File: config.mk
export PLATFORM = sky130hd
export DESIGN_NAME = dram_bank_map
export DESIGN_NICKNAME = d
export VERILOG_FILES = /design/src/rtl/dbm_pkg.sv /design/src/rtl/dbm_lane_extract.sv /design/src/rtl/dbm_scan.sv /design/src/rtl/dbm_match.sv /design/src/rtl/dram_bank_map.sv
export SDC_FILE = /design/constraint.sdc
export NUM_CORES = 1
export LEC_CHECK = 0
export ABC_AREA = 1
export CAP_MARGIN = 20
export CORE_MARGIN = 5
export CORE_UTILIZATION = 45
export DETAILED_ROUTE_END_ITERATION = 8
export GPL_TIMING_DRIVEN = 1
export PLACE_DENSITY = 0.83
export RECOVER_POWER = 100
export SLEW_MARGIN = 20
export SYNTH_ARGS = -nofsm -noshare
export SYNTH_HDL_FRONTEND = slang
export SYNTH_SLANG_ARGS = --single-unit
File: constraint.sdc
create_clock -name clk -period 4.6 [get_ports clk]
set_clock_uncertainty 0.1 [all_clocks]
set_input_delay 1.15 -clock clk [delete_from_list [all_inputs] [get_ports clk]]
set_output_delay 1.15 -clock clk [all_outputs]
set_load 0.03 [all_outputs]
File: src/rtl/dbm_pkg.sv
package dbm_pkg;

   typedef enum logic [0:0] {
      SCAN_IDLE = 1'b0,
      SCAN_RUN  = 1'b1
   } scan_state_e;

endpackage

File: src/rtl/dbm_lane_extract.sv
// Builds one bank's first and last address from its lane fields.
module dbm_lane_extract #(
   parameter int ADDR_W     = 32,
   parameter int FIELD_W    = 8,
   parameter int XFIELD_W   = 2,
   parameter int GRAN_SHIFT = 20
) (
   input  logic [FIELD_W-1:0]  lo_field,
   input  logic [XFIELD_W-1:0] lo_xfield,
   input  logic [FIELD_W-1:0]  hi_field,
   input  logic [XFIELD_W-1:0] hi_xfield,
   output logic [ADDR_W-1:0]   first_addr,
   output logic [ADDR_W-1:0]   last_addr
);

   localparam int XLSB = ADDR_W - XFIELD_W;

   always_comb begin
      first_addr = '0;
      first_addr[XLSB +: XFIELD_W]      = lo_xfield;
      first_addr[GRAN_SHIFT +: FIELD_W] = lo_field;

      last_addr = '0;
      last_addr[XLSB +: XFIELD_W]       = hi_xfield;
      last_addr[GRAN_SHIFT +: FIELD_W]  = hi_field;
      last_addr[GRAN_SHIFT-1:0]         = '1;
   end

endmodule

File: src/rtl/dbm_scan.sv
// Sequential size accumulation and contiguity check, one bank per clock.
module dbm_scan
   import dbm_pkg::*;
#(
   parameter int NUM_BANKS = 8,
   parameter int ADDR_W    = 32,
   parameter int SIZE_W    = 35
) (
   input  logic                              clk,
   input  logic                              rst_n,
   input  logic                              go,
   input  logic [NUM_BANKS-1:0]              en,
   input  logic [NUM_BANKS-1:0][ADDR_W-1:0]  first_addr,
   input  logic [NUM_BANKS-1:0][ADDR_W-1:0]  last_addr,
   output logic                              busy,
   output logic                              done,
   output logic [SIZE_W-1:0]                 total,
   output logic                              warn
);

   localparam int IDX_W = (NUM_BANKS > 1) ? $clog2(NUM_BANKS) : 1;
   localparam logic [IDX_W-1:0] LAST_IDX = IDX_W'(NUM_BANKS - 1);

   scan_state_e       state;
   logic [IDX_W-1:0]  idx;
   logic [SIZE_W-1:0] span;
   logic [SIZE_W-1:0] cur_first;
   logic              gap_here;

   always_comb begin
      cur_first = SIZE_W'(first_addr[idx]);
      span      = SIZE_W'(last_addr[idx]) - cur_first + SIZE_W'(1);
      gap_here  = (idx != '0) && (cur_first != total);
   end

   always_ff @(posedge clk or negedge rst_n) begin
      if (!rst_n) begin
         state <= SCAN_IDLE;
         idx   <= '0;
         total <= '0;
         warn  <= 1'b0;
         done  <= 1'b0;
      end else begin
         done <= 1'b0;
         case (state)
            SCAN_IDLE: begin
               if (go) begin
                  state <= SCAN_RUN;
                  idx   <= '0;
                  total <= '0;
                  warn  <= 1'b0;
               end
            end
            default: begin
               if (en[idx]) begin
                  total <= total + span;
                  if (gap_here) begin
                     warn <= 1'b1;
                  end
               end
               if (idx == LAST_IDX) begin
                  state <= SCAN_IDLE;
                  done  <= 1'b1;
               end else begin
                  idx <= idx + IDX_W'(1);
               end
            end
         endcase
      end
   end

   assign busy = (state == SCAN_RUN);

endmodule

File: src/rtl/dbm_match.sv
// Window compare of the probe address against every bank.
module dbm_match #(
   parameter int NUM_BANKS = 8,
   parameter int ADDR_W    = 32,
   parameter bit REG_HIT   = 1'b1
) (
   input  logic                              clk,
   input  logic                              rst_n,
   input  logic [ADDR_W-1:0]                 addr,
   input  logic [NUM_BANKS-1:0]              en,
   input  logic [NUM_BANKS-1:0][ADDR_W-1:0]  first_addr,
   input  logic [NUM_BANKS-1:0][ADDR_W-1:0]  last_addr,
   output logic [NUM_BANKS-1:0]              hit,
   output logic                              miss
);

   logic [NUM_BANKS-1:0] raw_hit;

   for (genvar b = 0; b < NUM_BANKS; b++) begin : g_cmp
      assign raw_hit[b] = en[b] && (addr >= first_addr[b]) && (addr <= last_addr[b]);
   end

   if (REG_HIT) begin : g_reg
      always_ff @(posedge clk or negedge rst_n) begin
         if (!rst_n) begin
            hit  <= '0;
            miss <= 1'b0;
         end else begin
            hit  <= raw_hit;
            miss <= (raw_hit == '0);
         end
      end
   end else begin : g_comb
      logic unused_clk_rst;
      assign unused_clk_rst = clk ^ rst_n;
      assign hit  = raw_hit;
      assign miss = (raw_hit == '0);
   end

endmodule

File: src/rtl/dram_bank_map.sv
module dram_bank_map #(
   parameter int ADDR_W     = 32,
   parameter int FIELD_W    = 8,
   parameter int XFIELD_W   = 2,
   parameter int GRAN_SHIFT = 20,
   parameter int LANES      = 4,
   parameter int NUM_BANKS  = 8,
   parameter bit REG_HIT    = 1'b1,
   localparam int SIZE_W    = ADDR_W + $clog2(NUM_BANKS)
) (
   input  logic                 clk,
   input  logic                 rst_n,
   input  logic [NUM_BANKS-1:0] bank_en,
   input  logic [ADDR_W-1:0]    base_lo,
   input  logic [ADDR_W-1:0]    base_hi,
   input  logic [ADDR_W-1:0]    xbase_lo,
   input  logic [ADDR_W-1:0]    xbase_hi,
   input  logic [ADDR_W-1:0]    top_lo,
   input  logic [ADDR_W-1:0]    top_hi,
   input  logic [ADDR_W-1:0]    xtop_lo,
   input  logic [ADDR_W-1:0]    xtop_hi,
   input  logic                 mem_go,
   input  logic [ADDR_W-1:0]    probe_addr,
   output logic [NUM_BANKS-1:0] hit_vec,
   output logic                 unmapped,
   output logic [SIZE_W-1:0]    total_size,
   output logic                 map_done,
   output logic                 gap_warn
);

   // elaboration-time parameter checks
   if (NUM_BANKS != 2 * LANES) begin : g_bad_banks
      $error("NUM_BANKS must be twice LANES");
   end
   if (LANES * FIELD_W != ADDR_W) begin : g_bad_lanes
      $error("lanes must tile the register width");
   end
   if (XFIELD_W > FIELD_W) begin : g_bad_xfield
      $error("extension field wider than a lane");
   end
   if (GRAN_SHIFT < 1 || GRAN_SHIFT + FIELD_W > ADDR_W - XFIELD_W) begin : g_bad_gran
      $error("field placement overlaps the extension bits");
   end

   logic [NUM_BANKS-1:0][ADDR_W-1:0] first_addr;
   logic [NUM_BANKS-1:0][ADDR_W-1:0] last_addr;
   logic                             scan_busy;

   for (genvar b = 0; b < NUM_BANKS; b++) begin : g_bank
      localparam int LSB = (b % LANES) * FIELD_W;
      logic [ADDR_W-1:0] s_reg, xs_reg, e_reg, xe_reg;

      if (b < LANES) begin : g_low_set
         assign s_reg  = base_lo;
         assign xs_reg = xbase_lo;
         assign e_reg  = top_lo;
         assign xe_reg = xtop_lo;
      end else begin : g_high_set
         assign s_reg  = base_hi;
         assign xs_reg = xbase_hi;
         assign e_reg  = top_hi;
         assign xe_reg = xtop_hi;
      end

      dbm_lane_extract #(
         .ADDR_W    (ADDR_W),
         .FIELD_W   (FIELD_W),
         .XFIELD_W  (XFIELD_W),
         .GRAN_SHIFT(GRAN_SHIFT)
      ) u_extract (
         .lo_field  (s_reg[LSB +: FIELD_W]),
         .lo_xfield (xs_reg[LSB +: XFIELD_W]),
         .hi_field  (e_reg[LSB +: FIELD_W]),
         .hi_xfield (xe_reg[LSB +: XFIELD_W]),
         .first_addr(first_addr[b]),
         .last_addr (last_addr[b])
      );
   end

   // upper bits of each extension lane carry no meaning
   logic unused_xlane_bits;
   assign unused_xlane_bits = ^{xbase_lo, xbase_hi, xtop_lo, xtop_hi};

   dbm_scan #(
      .NUM_BANKS(NUM_BANKS),
      .ADDR_W   (ADDR_W),
      .SIZE_W   (SIZE_W)
   ) u_scan (
      .clk       (clk),
      .rst_n     (rst_n),
      .go        (mem_go),
      .en        (bank_en),
      .first_addr(first_addr),
      .last_addr (last_addr),
      .busy      (scan_busy),
      .done      (map_done),
      .total     (total_size),
      .warn      (gap_warn)
   );

   dbm_match #(
      .NUM_BANKS(NUM_BANKS),
      .ADDR_W   (ADDR_W),
      .REG_HIT  (REG_HIT)
   ) u_match (
      .clk       (clk),
      .rst_n     (rst_n),
      .addr      (probe_addr),
      .en        (bank_en),
      .first_addr(first_addr),
      .last_addr (last_addr),
      .hit       (hit_vec),
      .miss      (unmapped)
   );

endmodule

Word-level counts from Yosys, hierarchy flattened
Index checks and enable logic that the tools add are counted.

operators by class
  $lt $le $gt $ge = 17
  mux-type cells = 21
  $add $sub $neg = 4
  reductions and logical operators = 23
  equal/unequal tests = 5

operator list
  cell                                                                           number
  32-bit greater-or-equal comparator                                             8
  32-bit less-or-equal comparator                                                8
  32-bit binary-select mux with 3-bit select                                     2
  35-bit 2-to-1 mux                                                              3
  32-bit 2-to-1 mux                                                              2
  35-bit by 1-bit adder with 35-bit output (second input constant)               1
  35-bit adder                                                                   1
  32-bit by 35-bit != test with 1-bit output                                     1
  32-bit by 32-bit subtractor with 33-bit output                                 1
  1-bit logical AND                                                              17
  1-bit 2-to-1 mux                                                               10
  3-bit 2-to-1 mux                                                               3
  8-bit logical NOT                                                              1
  2-bit != test (second input constant)                                          3
  3-bit by 4-bit less-than comparator with 1-bit output (second input constant)  1
  2-bit AND reduction                                                            2
  3-bit by 1-bit adder with 3-bit output (second input constant)                 1
  1-bit binary-select mux with 3-bit select                                      1
  3-bit equality test (second input constant)                                    1
  3-bit AND reduction                                                            1
  3-bit nonzero test                                                             1
  2-bit nonzero test                                                             1

storage, ports and cells
  input port bits = 299
  bits in registers = 50
  output and inout port bits = 46

Longest topological paths before layout
  word-level depth = 7
  depth in mapped cells = 27

Hierarchy
From an unflattened synthesis, not the netlist that was laid out.

unflattened totals
  cell total of the unflattened synthesis = 4995
  area, all modules = 29306.9 um^2

modules (own cells, without submodules)
  module            cells an instance  instances  area each (um^2)  sequential area each (um^2)
  dbm_match         2263               1          13914.6           225.2
  dbm_scan          2204               1          11488.5           1026.0
  dbm_lane_extract  66                 8          488.0             0.0

Least setup slack after synthesis
Ideal clock, no wire load.

  path type = input-to-reg
  start = input top_hi[9]
  end = register u_scan.total[33]
  required time = 4377 ps
  path slack = 418 ps
  buffers on the path = 0
  arrival time = 3959 ps
  cell stages on the path = 20
  path through = inv_1 -> a21oi_1 -> o21ai_0 -> nand2_1 -> inv_1 -> o21ai_0 -> inv_1 -> fa_1 -> o21ai_0 -> a21oi_1 -> xor2_1 -> inv_1 -> ha_1 -> a21o_1 -> a21oi_1 -> o21ai_0 -> a21oi_1 -> o21ai_0 -> o21ai_0 -> nand2_1

between the ends
  cells in the longest elaborated chain, start to end = 7

RTL lines
  item                                            RTL line             RTL
  start: declaration                              dram_bank_map.sv:19  input logic [ADDR_W-1:0] top_hi,
  32-bit binary-select mux with 3-bit select      dbm_scan.sv:32       span = SIZE_W'(last_addr[idx]) - cur_first + SIZE_W'(1);
  32-bit 2-to-1 mux (implied by the code)         dbm_scan.sv:32
  32-bit by 32-bit subtractor with 33-bit output  dbm_scan.sv:32
  35-bit by 1-bit adder with 35-bit output        dbm_scan.sv:32
  35-bit adder                                    dbm_scan.sv:56       total <= total + span;
  35-bit 2-to-1 mux                               dbm_scan.sv:55       if (en[idx]) begin
  35-bit 2-to-1 mux                               dbm_scan.sv:45       case (state)
  end signal: assignment                          dbm_scan.sv:56
  end: declaration                                dbm_scan.sv:17       output logic [SIZE_W-1:0] total,

Every way passes these cells. The select of a mux whose other input is x is not followed.
A chain may end at the register's enable or synchronous reset.

Worst setup path after layout
  start = input top_hi[21]
  end = register u_scan.total[34]

Same word-level chain as after synthesis.

==> results.sh <==
export IMPL_fmax_mhz=221
export IMPL_finalSetupViolCount=0
export IMPL_path_max_fanout=6
export IMPL_tightestPinTransition_ps=1100
export IMPL_syn_area_per_cell_sq_um=6.29
export IMPL_min_path_cells=2
export IMPL_period_minus_slack_ps=4530
export IMPL_antenna_found_initial=1
export IMPL_grt_usage_pct=29.2
export IMPL_start_kind="primary input"
export IMPL_power_leakage_nw=6.70
export IMPL_die_h_microns=147
export IMPL_syn_area_sq_mm=0.00844
export IMPL_criticalPathCategory="in -> reg"
export IMPL_irDropWorstVdd_uv=828
export IMPL_yosysUniqueCellTypes=44
export IMPL_chipWidth_microns=147
export IMPL_end_kind="register"
export IMPL_port_buffers=228
export IMPL_final_net_count=2186
export IMPL_status="completed"
export IMPL_synth_cells=1342
export IMPL_pin_count=345
export IMPL_drt_iter0_markers=918
export IMPL_route_detailed_drc=0
export IMPL_coreArea_sq_mm=0.0186
export IMPL_maxSlewHeadroom_pct=26.6
export IMPL_first_pass_iters=5
export IMPL_synthArstFlopShare_pct=100
export IMPL_regToRegStartpoint="u_scan.idx[2]"
export IMPL_postRouteAntennaNets=0
export IMPL_powerDensity_mw_per_mm2=911
export IMPL_grt_first_pass_wirelength_microns=51400
export IMPL_slowest_delay_ps=450
export IMPL_row_count=50
export IMPL_hpwl_microns=26900
export IMPL_nFillCells=1518
export IMPL_initial_utilization_pct=45.4
export IMPL_drv_cap=0
export IMPL_htree_levels=2
export IMPL_hold_end="u_scan.warn"
export IMPL_gr_total_overflow=0
export IMPL_finalCritPeriodShare_pct=98.5
export IMPL_ys_ff_latch=30
export IMPL_tns_ps=0
export IMPL_wl_per_cell_microns=17.4
export IMPL_path_clk_slew_ps=60
export IMPL_layout_drive_gt1_share_pct=16.8
export IMPL_hold_buffers=0
export IMPL_num_vias=10800
export IMPL_final_area_sq_mm=0.0125
export IMPL_grt_max_degree=54
export IMPL_multiInputGateArea_sq_mm=0.00692
export IMPL_critPathRequiredTime_ps=4660
export IMPL_r2r_end="u_scan.total[34]"
export IMPL_area_growth_pct=48.5
export IMPL_cts_tree="built"
export IMPL_drt_total_wl_microns=33600
export IMPL_gp_congestion=0.984
export IMPL_cp_common_cell="nand2_1"
export IMPL_die_area_sq_mm=0.0216
export IMPL_reg2reg_slack_ps=180
export IMPL_ys_seq_area_share_pct=8.90
export IMPL_grt_pass1_vias=10400
export IMPL_synth_warnings=0
export IMPL_synth_edf_count=0
export IMPL_hold_viol_final=0
export IMPL_place_area_sq_mm=0.0119
export IMPL_clockBufferDepth=2
export IMPL_critPathSlowestCell="ha_1"
export IMPL_r2r_cells=22
export IMPL_clk_latency_ps=280
export IMPL_crit_chain="clkdlybuf4s50_1, inv_2, a21oi_2, a221oi_2, a31oi_1, ha_1, nand2_1, o21a_1, o21ai_4, nand2_1, nand2_2, a21oi_2, xnor2_1, ha_2, nand4_1, nor3_1, nand2_1, o211ai_1, nand2_1, nand2_1, o22ai_2"
export IMPL_p_total_mw=11.4
export IMPL_hold_path_class="reg -> reg"
export IMPL_clock_sinks=30
export IMPL_cts_root_buf="clkbuf_16"
export IMPL_drt_vias_per_instance=5.56
export IMPL_hold_start="u_scan.warn"
export IMPL_cts_inserted_buffers=5
export IMPL_synthFlopType="dfrtp_1"
export IMPL_slew_violations=0
export IMPL_seqCellArea_sq_um=752
export IMPL_crit_arrival_ps=4590
## kinds of logic (layout without fill, tap and decap cells)
logic type,after synthesis,in the layout,share of synthesized area [%]
AOI/OAI and AO/OA,276,276,18.0
xor gates and xnor gates,14,14,1.45
adders and majority gates,189,189,28.2
buffers and inverters,281,619,14.6
DFF,30,30,8.90
other,1,22,0.0444
and+or+nand+nor,551,551,28.9
## how the worst max path moves through the flow
stage / from / to
floorplan: top_hi[9] / u_scan.total[33]
global placement: top_hi[10] / u_scan.total[34]
detailed placement: top_hi[10] / u_scan.total[34]
CTS: top_hi[6] / u_scan.total[34]
global route: top_hi[1] / u_scan.total[34]
finish: top_hi[21] / u_scan.total[34]
## layout make-up
class | instances | area share (%)
Antenna cell | 2 | 0.0399
Timing Repair Buffer | 386 | 28.4
Multi-Input combinational cell | 1050 | 55.3
Clock inverter | 2 | 0.0999
Inverter | 225 | 6.76
Tap cell | 234 | 2.34
Clock buffer | 6 | 1.11
Sequential cell | 30 | 6.00
## metrics by stage
stage | worst slack (ps) | instances | util, % | hold slack, ps
6_report | 70.3 | 1935 | 67.4 | 429
5_1_grt | -218 | 1934 | 67.4 | 454
4_1_cts | 5.98 | 1924 | 64.8 | 433
2_1_floorplan | 418 | 1361 | - | 555
3_3_place_gp | -421 | 1915 | 63.8 | 412
3_5_place_dp | -517 | 1915 | 63.8 | 420
## sequential cells by signal, summed over array words and instances (netlist names)
signal	cells
u_scan.done	1
u_match.hit	8
u_match.miss	1
u_scan.warn	1
u_scan.total	15
u_scan.busy	1
u_scan.idx	3
## per-layer routing
layer / track usage (%) / part of all wire [%]
met1: 36.0 / 40
met2: 48.8 / 45
met3: 4.47 / 9.0
met4: 15.8 / 6.2
met5: 0 / 0
## placed cells by master, fill, tap and decap left out, drive strengths merged, types with 8 or more instances in the layout
master         instances
a21oi                131
a221oi                 9
a31oi                 10
buf                  155
clkbuf                 9
clkdlybuf4s50        172
conb                  20
dfrtp                 30
dlygate4sd3           31
dlymetal6s2s          25
ha                   187
inv                  225
nand2                286
nand3                117
nand4                 25
nor2                  99
nor3                  14
o21ai                 94
xor2                   8
## critical path: cells and delay by family
family	cells	cell delay [ps]
buffers and inverters	2	490
XOR/XNOR	1	130
AO/OA/AOI/OAI	8	1060
adder cells (fa/ha/maj)	2	840
AND/OR/NAND/NOR	8	920
## cell usage after synthesis (all sizes together) (10+ instances only)
cell type  count  share of area, %
clkbuf        10              0.44
inv          225                10
o21ai         94               5.6
nand2        286                13
dfrtp         30               8.9
nand4         25               1.9
ha           187                28
nor2          99               4.6
nor3          14              0.95
a21oi        131               7.8
a31oi         10              0.74
buf           46               4.1
nand3        117               7.4
## where the power goes
group / switching, mW / leakage [nW] / internal (mW)
Clock: 0.128 / 0.0729 / 0.214
Sequential: 0.141 / 0.371 / 0.406
Combinational: 5.82 / 6.26 / 4.70
Total: 6.09 / 6.70 / 5.32
## repair_timing
action,4_1_cts,5_1_grt
setup endpoints to repair,10,11
gates resized for setup,11,135
buffers inserted,1,9
pin swaps,3,59
No activity file was read; power rests on OpenSTA's default activity.
